`src/rtl/dual_issue_pkg.sv`:
```
// Shared encodings for the two-slot issue controller.
// Assumes one kind bit per slot, as decoded upstream.
package dual_issue_pkg;
    typedef enum logic {
        ALU_OP     = 1'b0,
        ALU_BRANCH = 1'b1
    } alu_kind_e;

    typedef enum logic {
        MEM_LOAD  = 1'b0,
        MEM_STORE = 1'b1
    } mem_kind_e;
endpackage

```
`src/rtl/pkt_dep_detect.sv`:
```
// Detects a dependency inside one packet: the memory slot reads a register
// that the ALU slot of the same packet writes. Branches and register 0
// never count. Assumes nop slots are marked only by their valid bit.
module pkt_dep_detect
    import dual_issue_pkg::*;
#(
    parameter int REG_W = 5
) (
    input  logic             alu_vld,
    input  logic             alu_kind,
    input  logic             alu_we,
    input  logic [REG_W-1:0] alu_dst,
    input  logic             mem_vld,
    input  logic [REG_W-1:0] mem_src_a,
    input  logic [REG_W-1:0] mem_src_b,
    output logic             split_need
);
    logic alu_writes;

    // Decide whether the ALU slot really produces a register result.
    always_comb begin
        alu_writes = alu_vld && (alu_kind == ALU_OP) && alu_we && (alu_dst != '0);
    end

    // Compare that result against both memory-slot sources.
    always_comb begin
        split_need = alu_writes && mem_vld &&
                     ((mem_src_a == alu_dst) || (mem_src_b == alu_dst));
    end
endmodule

```
`src/rtl/ld_use_detect.sv`:
```
// Compares the destination of the previous cycle's load with every source
// field of the current packet. Register 0 never matches. Assumes the
// caller has already cleared ld_vld for stores and zero destinations.
module ld_use_detect #(
    parameter int REG_W = 5,
    parameter int NSRC  = 4
) (
    input  logic                  ld_vld,
    input  logic [REG_W-1:0]      ld_dst,
    input  logic [NSRC*REG_W-1:0] srcs,
    input  logic [NSRC-1:0]       src_vld,
    output logic                  lu_hazard
);
    logic [NSRC-1:0] hit;

    for (genvar i = 0; i < NSRC; i++) begin : g_cmp
        // Match one source field against the tracked load destination.
        always_comb begin
            hit[i] = src_vld[i] && (srcs[i*REG_W +: REG_W] == ld_dst) &&
                     (ld_dst != '0);
        end
    end

    // Raise the hazard when a tracked load meets any match.
    always_comb begin
        lu_hazard = ld_vld && (|hit);
    end
endmodule

```
`src/rtl/dual_issue_ctl.sv`:
```
// Issue-stage control for an in-order pipeline fed with two-slot packets
// (slot 0 ALU/branch, slot 1 load/store). It splits packets that carry an
// internal dependency, stalls for one cycle on load-use, steps the packet
// address and counts issued instructions. It assumes the upstream stages
// present the same packet again while stall is high.
module dual_issue_ctl
    import dual_issue_pkg::*;
#(
    parameter int REG_W     = 5,
    parameter int ADDR_W    = 32,
    parameter int CNT_W     = 16,
    parameter int PKT_BYTES = 8
) (
    input  logic              clk,
    input  logic              rst_n,
    input  logic              alu_vld,
    input  logic              alu_kind,
    input  logic              alu_we,
    input  logic [REG_W-1:0]  alu_src_a,
    input  logic [REG_W-1:0]  alu_src_b,
    input  logic [REG_W-1:0]  alu_dst,
    input  logic              mem_vld,
    input  logic              mem_kind,
    input  logic              mem_we,
    input  logic [REG_W-1:0]  mem_src_a,
    input  logic [REG_W-1:0]  mem_src_b,
    input  logic [REG_W-1:0]  mem_dst,
    output logic              issue_alu,
    output logic              issue_mem,
    output logic              stall,
    output logic              split_pending,
    output logic [ADDR_W-1:0] pkt_addr,
    output logic [CNT_W-1:0]  issued_cnt
);
    localparam int NSRC = 4;
    localparam logic [ADDR_W-1:0] STEP = ADDR_W'(PKT_BYTES);

    logic             pend_q;
    logic             ld_vld_q;
    logic [REG_W-1:0] ld_dst_q;
    logic             split_need;
    logic             lu_hazard;
    logic             load_issued;

    pkt_dep_detect #(.REG_W(REG_W)) u_dep (
        .alu_vld    (alu_vld),
        .alu_kind   (alu_kind),
        .alu_we     (alu_we),
        .alu_dst    (alu_dst),
        .mem_vld    (mem_vld),
        .mem_src_a  (mem_src_a),
        .mem_src_b  (mem_src_b),
        .split_need (split_need)
    );

    ld_use_detect #(.REG_W(REG_W), .NSRC(NSRC)) u_lu (
        .ld_vld    (ld_vld_q),
        .ld_dst    (ld_dst_q),
        .srcs      ({mem_src_b, mem_src_a, alu_src_b, alu_src_a}),
        .src_vld   ({mem_vld, mem_vld, alu_vld, alu_vld}),
        .lu_hazard (lu_hazard)
    );

    // Choose the issue action: finish a split, stall for load-use,
    // start a split, or issue the whole packet.
    always_comb begin
        issue_alu = 1'b0;
        issue_mem = 1'b0;
        stall     = 1'b0;
        if (pend_q) begin
            issue_mem = mem_vld;
        end else if (lu_hazard) begin
            stall = 1'b1;
        end else if (split_need) begin
            issue_alu = 1'b1;
            stall     = 1'b1;
        end else begin
            issue_alu = alu_vld;
            issue_mem = mem_vld;
        end
    end

    // Note whether this cycle sends a register-writing load to execute.
    always_comb begin
        load_issued = issue_mem && (mem_kind == MEM_LOAD) && mem_we && (mem_dst != '0);
    end

    // Hold the split flag and the destination of the last issued load.
    always_ff @(posedge clk) begin
        if (!rst_n) begin
            pend_q   <= 1'b0;
            ld_vld_q <= 1'b0;
            ld_dst_q <= '0;
        end else begin
            pend_q   <= !pend_q && !lu_hazard && split_need;
            ld_vld_q <= load_issued;
            ld_dst_q <= mem_dst;
        end
    end

    // Step the packet address when a packet completes; count issued work.
    always_ff @(posedge clk) begin
        if (!rst_n) begin
            pkt_addr   <= '0;
            issued_cnt <= '0;
        end else begin
            if (!stall) pkt_addr <= pkt_addr + STEP;
            issued_cnt <= issued_cnt + CNT_W'(issue_alu) + CNT_W'(issue_mem);
        end
    end

    assign split_pending = pend_q;


    split_tail_chk: assert property (@(posedge clk) disable iff (!rst_n)
        split_pending |-> (!issue_alu && !stall));


    split_follow_chk: assert property (@(posedge clk) disable iff (!rst_n)
        (rst_n && issue_alu && !issue_mem && stall) |=> split_pending);


    lu_once_chk: assert property (@(posedge clk) disable iff (!rst_n)
        (rst_n && stall && !issue_alu) |=> !(stall && !issue_alu));


    addr_step_chk: assert property (@(posedge clk) disable iff (!rst_n)
        (rst_n && !stall) |=> (pkt_addr == $past(pkt_addr) + STEP));


    addr_hold_chk: assert property (@(posedge clk) disable iff (!rst_n)
        (rst_n && stall) |=> $stable(pkt_addr));


    nop_alu_chk: assert property (@(posedge clk) disable iff (!rst_n)
        !alu_vld |-> !issue_alu);


    nop_mem_chk: assert property (@(posedge clk) disable iff (!rst_n)
        !mem_vld |-> !issue_mem);
endmodule

```
`config.mk`:
```
export PLATFORM = sky130hd
export DESIGN_NAME = dual_issue_ctl
export DESIGN_NICKNAME = d
export VERILOG_FILES = /design/src/rtl/dual_issue_pkg.sv /design/src/rtl/pkt_dep_detect.sv /design/src/rtl/ld_use_detect.sv /design/src/rtl/dual_issue_ctl.sv
export SDC_FILE = /design/constraint.sdc
export NUM_CORES = 1
export LEC_CHECK = 0
export ABC_CLOCK_PERIOD_IN_PS = 5700
export BUFFER_PORTS_ARGS = -buffer_cell sky130_fd_sc_hd__buf_2
export CORE_UTILIZATION = 50
export CTS_BUF_LIST = sky130_fd_sc_hd__clkbuf_8
export CTS_CLUSTER_SIZE = 28
export DETAILED_ROUTE_END_ITERATION = 12
export MAX_ROUTING_LAYER = met4
export PLACE_DENSITY = 0.78
export SLEW_MARGIN = 10
export SYNTH_ARGS = -nofsm -noshare
export SYNTH_HDL_FRONTEND = slang
export SYNTH_SLANG_ARGS = --single-unit
```
`constraint.sdc`:
```
create_clock -name clk -period 5.7 [get_ports clk]
set_clock_uncertainty 0.05 [all_clocks]
set_input_delay 0.285 -clock clk [delete_from_list [all_inputs] [get_ports clk]]
set_output_delay 0.285 -clock clk [all_outputs]
set_load 0.1 [all_outputs]
```
==> flow_summary.ini, run 1 <==
[status]
status = finished, final reports clean

[grt]
gr-usage-all-layers_pct = 22.3
globalRoute.totalOverflow = 0
antenna_found_initial = 0
grt_max_degree = 63
grt_pass1_vias = 2398
grt_pass1_wl_microns = 11000

[hold_path]
hold_class = input pin to flop

[routing]
drc = 0
wirelength_microns = 6710
vias_per_cell = 5.26
drt-wirelength-per-cell_microns = 13.1
drtIter0Drc = 166
met2_length_microns = 3120
vias = 2697
first_pass_iters = 4
routed.top_layer = met4
met3_length_microns = 408
ant_nets = 0
met1Wirelength_microns = 3100

[clock_network]
cts_max_level = 2
clkTransAtPathRegs_ns = 0.10
clkSinkCount = 52
clock_path_buffers = 2
clk_latency_ns = 0.31
cts_resized = 0
cts_hold_buf = 0
cts_root_buffer = clkbuf_8
numCtsBuffers = 5
cts_setup_buffers = 0
cts_tree = done

[sta]
setup_violations = 0
rsz0062_at_grt = false
max_freq_mhz = 334
whs_ns = 0.137
finalSetupTns_ns = 0
fin_crit_ns = 2.99
slew_headroom_pct = 26.4
post-route-period-util_pct = 52.5
hold_viol_final = 0
worst_slew_pin_slew_ns = 1.10
final_max_slew_viol_count = 0

[run]
cap_viol_max_count = 0

[worst_setup_path]
slowest_delay_ns = 0.54
endpoint_kind = flop
crit_arrival_ns = 3.14
crit_chain = or4_1 > o21ai_1 > nor2_1 > a222oi_1 > nor2_1 > nor2_1 > fa_1 > ha_1 > and2_1 > nand3_1 > xor2_1 > nor2_1
worstSetupPathType = flop to flop
path_max_fanout = 6
cp.required_ns = 5.85
cp_slowest_cell = or4_1
cp_top_family = simple AND/OR/NAND/NOR gates
cp-start-kind = flop
crit_top_cell = nor2_1
worstPathBufferInverterCount = 0
reg2reg_slack_ns = 2.71

[layout]
final_core_util_pct = 62.7
multi_input_area_sq_um = 1790
area_growth_syn_to_layout_pct = 18.2
mostFrequentLayoutCell = buf_2
fillers = 504
finalNetCount = 481
final_cells = 513
drive_above_1_share_pct = 22.0
n_antenna_cell = 0
seqCellArea_sq_um = 1040
final_cell_mix = 86 x buf_2, 52 x dfxtp_1, 50 x nand2_1

[logic_synthesis]
synthCells = 371
ys_seq_area_share_pct = 35.0
yosys_warnings = 0
syn_area_sq_um = 2970
synth_cell_types = 38
ys_seq_elements = 52
synthFlopType = dfxtp_1
synthArstFlopShare_pct = 0
syn_area_per_cell_sq_um = 8.02
synth_edf_count = 0

[floorplanning]
io_pins = 90
core_area_sq_um = 5610
dieArea_sq_um = 6260
initial_core_util_pct = 53.0
die_h_microns = 79.1
rows = 27
chipWidth_microns = 79.1

[pwr]
max-vdd-ir-drop_v = 0.000115
finalPower_w = 0.000783
leakagePower_nw = 1.61
power.density_nw_per_um2 = 223

[placed_design]
place_inst = 505
port_buffers = 86
dp_hpwl_microns = 4770
gp_congestion = 0.813
## through the flow
step	setup slack (ns)	cell area (sq um)
5_1_grt	2.42	3520
6_report	2.71	3520
3_5_place_dp	2.70	3390
2_1_floorplan	0.523	2980
4_1_cts	2.69	3520
3_3_place_gp	2.79	3390
## flip-flops by register name, indices dropped and copies added, names as in the netlist
| register | count |
|---|---|
| split_pending | 1 |
| ld_vld_q | 1 |
| ld_dst_q | 5 |
| issued_cnt | 16 |
| pkt_addr | 29 |
## kinds of logic (layout without fill, tap and decap cells)
logic type,after synthesis,count (layout),synth area share (%)
muxes,26,26,8.75
adders and majority gates,3,3,1.51
other,1,3,0.126
DFF,52,52,35.0
buffers and inverters,36,104,5.01
xor gates and xnor gates,44,44,13.0
AOI/OAI and AO/OA,41,41,8.75
and+or+nand+nor,168,168,27.9
## path summary, 6_finish.rpt
path	start	endpoint	cells after the start
setup / recovery	ld_dst_q[1]	issued_cnt[10]	12
hold / removal	mem_dst[0]	ld_dst_q[0]	2
setup reg to reg	ld_dst_q[1]	issued_cnt[10]	12
hold reg to reg	pkt_addr[31]	pkt_addr[31]	2
## synthesized netlist by cell type, types with 5 or more instances
cell	n	area share [%]
o21ai_0	17	2.9
xnor2_1	32	9.4
nor3_1	12	2.0
inv_1	8	1.0
o211ai_1	7	1.8
nand3_1	18	3.0
nand2b_1	21	4.4
dfxtp_1	52	35
mux2i_1	26	8.8
nand4_1	5	1.1
xor2_1	12	3.5
nand2_1	50	6.3
nor2_1	31	3.9
clkbuf_1	21	2.7
and2_1	12	2.5
o2111ai_1	5	1.5
## metal layers
layer / vias up / track usage, %
li1: 1382 / -
met1: 1228 / 28.5
met5: - / -
met3: 9 / 3.68
met2: 78 / 36.2
met4: 0 / 6.91
## layout make-up
cell class	count	share of cell area (%)
tap	72	2.56
multi-input combinational	285	51.0
clock buffer	6	2.35
sequential	52	29.6
timing repair buffer	87	12.5
inverter	9	0.961
clock inverter	2	1.10
## worst reg2reg max path, cell delays in order (launching register included)
cell and delay, ns:
dfxtp_1 0.38, or4_1 0.54, o21ai_1 0.18, nor2_1 0.08, a222oi_1 0.36, nor2_1 0.11
nor2_1 0.20, fa_1 0.21, ha_1 0.18, and2_1 0.27, nand3_1 0.14, xor2_1 0.16
nor2_1 0.05
## where the power goes
| part | internal (W) | total (W) | leakage, nW | switching [W] |
|---|---|---|---|---|
| Combinational | 0.0000411 | 0.000133 | 1.12 | 0.0000922 |
| Sequential | 0.000371 | 0.000380 | 0.421 | 0.00000973 |
| Clock | 0.000144 | 0.000270 | 0.0614 | 0.000126 |
(Power assumes the default switching activity.)
==> run 2: changes to the inputs <==
ABC_CLOCK_PERIOD_IN_PS = 3100   (was 5700)
clock period = 3.1 ns   (was 5.7 ns; I/O delays follow)
==> flow_summary.ini, run 2 (synthesized netlist as in run 1, its figures left out) <==
[status]
status = finished, final reports clean

[worst_setup_path]
endpoint_kind = flop
reg2reg_depth = 13
r2r_start = ld_dst_q[1]
crit_arrival_ns = 3.00
reg2reg_slack_ns = 0.24
r2r_end = issued_cnt[6]
cp.required_ns = 3.24
worstSetupPathType = flop to flop
path_max_fanout = 6
cp-start-kind = flop

[routing]
vias = 2783
drtIter0Drc = 132
drc = 0
first_pass_iters = 4
drt-wirelength-per-cell_microns = 13.2
vias_per_cell = 5.39
wirelength_microns = 6810
ant_nets = 0

[sta]
worst_slew_pin_slew_ns = 0.607
setup_violations = 0
post-route-period-util_pct = 92.2
max_freq_mhz = 350
whs_ns = 0.00827
layout_setup_ws_ns = 0.241
hold_viol_final = 0
final_max_slew_viol_count = 0
slew_headroom_pct = 59.4
fin_crit_ns = 2.86

[layout]
area_growth_syn_to_layout_pct = 20.4
largest_reg_flops = 29
n_antenna_cell = 0
seqCellArea_sq_um = 1040
mostFrequentLayoutCell = buf_2
drive_above_1_share_pct = 24.8
finalNetCount = 484
largest-register = pkt_addr
fillers = 510
multi_input_area_sq_um = 1840
layout_top_registers = pkt_addr x29, issued_cnt x16, ld_dst_q x5
final_core_util_pct = 63.9
final_cell_mix = 86 x buf_2, 50 x nand2_1, 50 x dfxtp_1

[clock_network]
clock_path_buffers = 2
cts_tree = done
cts_root_buffer = clkbuf_8
cts_max_level = 2
numCtsBuffers = 5
clkSinkCount = 52
clk_latency_ns = 0.30
cts_hold_buf = 0
clkTransAtPathRegs_ns = 0.10

[placed_design]
pre_cts_ws_ns = 0.0900
gp_congestion = 0.833
dp_hpwl_microns = 4850
port_buffers = 86

[grt]
antenna_found_initial = 0
grt_max_degree = 62
grt_pass1_wl_microns = 10900
gr-usage-all-layers_pct = 22.3
globalRoute.totalOverflow = 0
grt_pass1_vias = 2478

[floorplanning]
chipWidth_microns = 79.1
io_pins = 90
core_area_sq_um = 5610
initial_core_util_pct = 53.0
dieArea_sq_um = 6260
die_h_microns = 79.1
rows = 27

[pwr]
max-vdd-ir-drop_v = 0.000197
leakagePower_nw = 1.60
finalPower_w = 0.00144
power.density_nw_per_um2 = 401

[run]
cap_viol_max_count = 0

[hold_path]
hold_class = input pin to flop
holdPathStages = 2
hold-path-endpoint = ld_dst_q[0]
min_from = mem_dst[0]
==> run 2: worst max-delay path by stage <==
stage	endpoint	startpoint	slack [ns]	cells past startpoint
4_1_cts	issued_cnt[12]	ld_dst_q[1]	0.06	12
5_1_grt	issued_cnt[12]	ld_dst_q[1]	-0.02	13
3_3_place_gp	issued_cnt[12]	ld_dst_q[1]	0.16	12
6_report	issued_cnt[6]	ld_dst_q[1]	0.24	13
3_5_place_dp	issued_cnt[12]	ld_dst_q[1]	0.09	12
2_1_floorplan	issued_cnt[14]	ld_dst_q[1]	-0.73	15
==> run 2: layout make-up <==
cell class | count | area share (%)
Timing Repair Buffer | 90 | 12.9
Multi-Input combinational cell | 285 | 51.3
Clock inverter | 3 | 1.29
Sequential cell | 52 | 29.1
Inverter | 9 | 0.943
Tap cell | 72 | 2.51
Clock buffer | 5 | 1.92
==> run 2: metal layers <==
layer / up-vias / routed length [microns] / GRT usage (%)
met1: 1265 / 3070 / 27.2
met4: 0 / 206 / 9.45
met2: 105 / 3040 / 35.9
li1: 1396 / - / -
met3: 17 / 497 / 4.25
met5: - / 0 / -
==> run 2: critical path, cell delays in order, from the launching register on <==
cell      delay, ns
dfxtp_2        0.37
or4_1          0.54
o21ai_2        0.15
nor2_1         0.07
a222oi_1       0.32
buf_4          0.19
nor2_4         0.05
nor2_4         0.12
fa_2           0.23
ha_4           0.13
and2_2         0.20
nand4_1        0.12
xor2_1         0.15
nor2_1         0.05
==> run 2: per-stage QoR <==
| step | TNS, ns | cell area (sq um) | std cells |
|---|---|---|---|
| after floorplan | -8.96 | 3050 | 373 |
| after CTS | 0 | 3570 | 515 |
| final | 0 | 3580 | 516 |
| after global routing | -0.0177 | 3580 | 516 |
| after detailed placement | 0 | 3450 | 507 |
| after global placement | 0 | 3450 | 507 |
==> run 2: power breakdown <==
group	internal (W)	switching, W	leakage, nW
clock network	0.000244	0.000237	0.0548
logic	0.0000798	0.000174	1.13
registers	0.000682	0.0000192	0.422
total	0.00101	0.000430	1.60
==> run 2: repair_timing <==
item                                    CTS  global route
gates resized for setup                   0             5
endpoints found under the hold margin     0             0
endpoints found under the setup margin    0            12
buffers inserted                          0             1
